File: src/rtl/prio_enc_pkg.sv
package prio_enc_pkg;
  localparam int unsigned NREQ  = 8;
  localparam int unsigned IDX_W = $clog2(NREQ);

  typedef logic [NREQ-1:0]  req_vec_t;
  typedef logic [IDX_W-1:0] idx_t;
endpackage

File: src/rtl/req_frontend.sv
// Converts the low-true request lines to high-true and gates them with the enable.
module req_frontend
  import prio_enc_pkg::*;
(
  input  logic     en_in_n,
  input  req_vec_t req_n,
  output req_vec_t act,
  output logic     en
);
  assign en = ~en_in_n;

  for (genvar i = 0; i < NREQ; i++) begin : g_bit
    assign act[i] = ~req_n[i] & en;
  end

  always_comb begin

    disabled_quiet_chk: assert (en || act == '0)
      else $error("requests leak through while disabled");
  end
endmodule

File: src/rtl/prio_onehot.sv
// Keeps only the highest-numbered active request.
module prio_onehot
  import prio_enc_pkg::*;
(
  input  req_vec_t act,
  output req_vec_t grant
);
  assign grant[NREQ-1] = act[NREQ-1];

  for (genvar i = 0; i < NREQ-1; i++) begin : g_mask
    assign grant[i] = act[i] & ~(|act[NREQ-1:i+1]);
  end

  always_comb begin

    single_grant_chk: assert ($onehot0(grant))
      else $error("more than one request granted");

    grant_if_any_chk: assert ((act == '0) == (grant == '0))
      else $error("grant presence disagrees with requests");
  end
endmodule

File: src/rtl/onehot_index.sv
// Turns a one-hot grant into its binary index by OR-ing the matching positions.
module onehot_index
  import prio_enc_pkg::*;
(
  input  req_vec_t grant,
  output idx_t     idx
);
  always_comb begin
    idx = '0;
    for (int b = 0; b < IDX_W; b++) begin
      for (int i = 0; i < NREQ; i++) begin
        if (((i >> b) & 1) == 1) idx[b] = idx[b] | grant[i];
      end
    end
  end
endmodule

File: src/rtl/prio_chain_enc8.sv
module prio_chain_enc8
  import prio_enc_pkg::*;
(
  input  logic       en_in_n,
  input  logic [7:0] req_n,
  output logic [2:0] code_n,
  output logic       hit_n,
  output logic       pass_n
);
  req_vec_t act;
  req_vec_t grant;
  idx_t     idx;
  logic     en;
  logic     any;

  req_frontend u_front (
    .en_in_n (en_in_n),
    .req_n   (req_n),
    .act     (act),
    .en      (en)
  );

  prio_onehot u_sel (
    .act   (act),
    .grant (grant)
  );

  onehot_index u_idx (
    .grant (grant),
    .idx   (idx)
  );

  assign any    = |grant;
  assign code_n = ~idx;
  assign hit_n  = ~any;
  assign pass_n = ~(en & ~any);

  always_comb begin

    flags_exclusive_chk: assert (hit_n || pass_n)
      else $error("both chain flags asserted");

    off_outputs_high_chk: assert (!en_in_n || (code_n == 3'b111 && hit_n && pass_n))
      else $error("outputs active while disabled");

    winner_present_chk: assert (hit_n || req_n[~code_n] == 1'b0)
      else $error("reported request is not present");

    no_higher_chk: assert (hit_n || (~code_n == 3'd7) || ((~req_n) >> (~code_n + 3'd1)) == 8'd0)
      else $error("a higher request was passed over");

    idle_pass_chk: assert (en_in_n || (req_n != 8'hFF) || (!pass_n && code_n == 3'b111))
      else $error("enabled idle stage does not pass on");
  end
endmodule

File: config.mk
export PLATFORM = sky130hd
export DESIGN_NAME = prio_chain_enc8
export DESIGN_NICKNAME = d
export VERILOG_FILES = /design/src/rtl/prio_enc_pkg.sv /design/src/rtl/req_frontend.sv /design/src/rtl/prio_onehot.sv /design/src/rtl/onehot_index.sv /design/src/rtl/prio_chain_enc8.sv
export SDC_FILE = /design/constraint.sdc
export NUM_CORES = 1
export LEC_CHECK = 0
export ABC_CLOCK_PERIOD_IN_PS = 800
export BUFFER_PORTS_ARGS = -buffer_cell sky130_fd_sc_hd__clkbuf_2
export CAP_MARGIN = 20
export CORE_AREA = 3 3 40 42
export DETAILED_ROUTE_END_ITERATION = 10
export DIE_AREA = 0 0 43 45
export PLACE_DENSITY = 0.3
export SYNTH_ARGS = -nofsm -noshare
export SYNTH_HDL_FRONTEND = slang
export SYNTH_SLANG_ARGS = --single-unit
File: constraint.sdc
create_clock -name vclk -period 0.8
set_input_delay 0.12 -clock vclk [all_inputs]
set_output_delay 0.12 -clock vclk [all_outputs]
set_load 0.005 [all_outputs]
==> impl_metrics.yaml <==
route:
  vias: 182
  drcViolationCount: 0
  wl_um: 496
  routed_via_density: 3.71
  drt_iter0_markers: 0
  wl_per_cell_um: 10.1
  postRouteAntennaNets: 0
  drt_pass1_iterations: 1
floorplanning:
  io_pins: 14
  die_w_um: 43
  die_h_um: 45
  dieArea_mm2: 0.00194
  rows: 13
  core-area_mm2: 0.00128
  initial_core_util_pct: 6.91
logic_synthesis:
  synth_area_leaders: "or2b_1 17%, a311o_1 11%, a31o_1 9.9%"
  yosys_warnings: 0
  synth_area_um2: 88.8
  avgSynthCellArea_um2: 6.35
  yosysUniqueCellTypes: 12
  yosysTopAreaCell: "or2b_1"
  yosysTopAreaCellShare_pct: 16.9
  yosysSeqAreaShare_pct: 0
  syn_nets: 23
  synth_cells: 14
worst_setup_path:
  path_delay_family: "simple AND/OR/NAND/NOR gates"
  crit_type: "in -> out"
  worstPathArrival_ns: 0.96
  path_buf_inv: 2
  end_kind: "output port"
  crit_chain: "buf_8 > nand4_1 > a311o_1 > or2_1 > clkbuf_2"
  start_kind: "input port"
  slowest_stage: "a311o_1"
  max_stage_delay_ns: 0.32
  path_depth: 5
  worstPathRequired_ns: 0.68
  worstPathMaxFanout: 4
global_routing:
  gr-usage-all-layers_pct: 5.39
  antenna_found_initial: 0
  grt_max_degree: 6
  grt_overflow: 0
  first_global_vias: 190
  grt_pass1_wl_um: 821
cells_and_area:
  final_cell_area_um2: 268
  layout.nets: 45
  fillCellCount: 146
  stdcell_count: 49
  num-clock-buffers: 0
  regArea_um2: 0
  drive_above_1_share_pct: 64.7
  num_antenna_cells: 0
  numSequentialCells: 0
  areaGrowthSynthToFinish_pct: 201
  fin_util_pct: 20.8
sta:
  rsz0062_at_grt: "yes"
  slew_viol_final: 0
  period_minus_slack_ns: 1.08
  tightest_slew_ns: 0.172
  final.period_utilization_pct: 135
  setup_slack_ns: -0.278
  hold_viol_final: 0
  fmaxAchievable_mhz: 927
  max_slew_margin_pct: 88.4
  finalSetupViolations: 5
min_path:
  hold_start: "en_in_n"
  hold_path.class: "in -> out"
  whs_path_depth: 3
  min_to: "hit_n"
placed_design:
  dp.cells: 45
  portBuffers: 14
  place_area_um2: 193
  gp_congestion: 0.833
cts:
  holdBufCountCts: 0
power:
  leakagePower_nw: 0.136
  vdd_ir_drop_max_mv: 0.0972
  power_density_mw_per_mm2: 416
run_status:
  status: "finished, violations left"
  violations: "negative setup slack"
run:
  max_cap_viol_count: 0
[tightest hold or removal path: cells and delay by family]
family	cells	cell delay, ns
buffers and inverters	2	0.22
and+or+nand+nor	1	0.10
[synthesized netlist by cell type (all sizes together)]
cell and number:
nand2 2, nand3 1, or3 1, inv 1, a311o 1, or2b 2
o21ai 1, a31o 2, or2 1, nor2b 1, nand4 1
[area by class of cell]
class / count / area (µm²) / share of cell area (%)
repair buffers: 20 / 153 / 57.0
inverters: 1 / 3.75 / 1.40
well taps: 15 / 18.8 / 7.01
multi-input cells: 13 / 92.6 / 34.6
[stage by stage]
stage,hold slack [ns],setup TNS [ns],total power [mW],setup WS [ns]
2_1_floorplan,0.322,-0.0553,0.0236,-0.0279
3_3_place_gp,0.563,-0.925,0.0769,-0.302
3_5_place_dp,0.570,-0.981,0.0767,-0.323
4_1_cts,0.570,-1.09,0.0941,-0.309
5_1_grt,0.593,-1.30,0.124,-0.351
6_report,0.556,-0.943,0.111,-0.278
[power breakdown]
part           internal, mW  switching, mW
sequential                0              0
combinational        0.0730         0.0384
clock                     0              0
[cell families (layout without fill, tap and decap cells)]
kind of cell,after synthesis,after routing,share of synthesized area [%]
AO/OA/AOI/OAI,4,4,36.6
AND/OR/NAND/NOR,9,9,59.2
buffers and inverters,1,21,4.22
[per-layer routing]
metal | wire length (µm) | track usage (%)
met1 | 251 | 9.05
met2 | 183 | 7.49
met3 | 61 | 0.797
met4 | 0 | 0
met5 | 0 | 0
[how the worst max path moves through the flow]
stage	start	endpoint	slack [ns]
floorplan	req_n[4]	code_n[0]	-0.03
global placement	req_n[4]	pass_n	-0.30
detailed placement	req_n[4]	pass_n	-0.32
CTS	req_n[4]	pass_n	-0.31
global route	req_n[4]	pass_n	-0.35
finish	req_n[4]	pass_n	-0.28
[cells in the final DEF (no fill, tap or decap), drive strengths merged]
cell type,n
a311o,1
o21ai,1
buf,11
or2,1
inv,1
nand2,2
nand4,1
nor2b,1
clkbuf,9
nand3,1
or3,1
or2b,2
a31o,2
[timing repair]
item | CTS | global route
pin swaps | 2 | 1
cloned | 0 | 0
buffers inserted | 3 | 1
setup endpoints to repair | 5 | 5
resized for setup | 3 | 8
No activity file was read; power rests on OpenSTA's default activity.
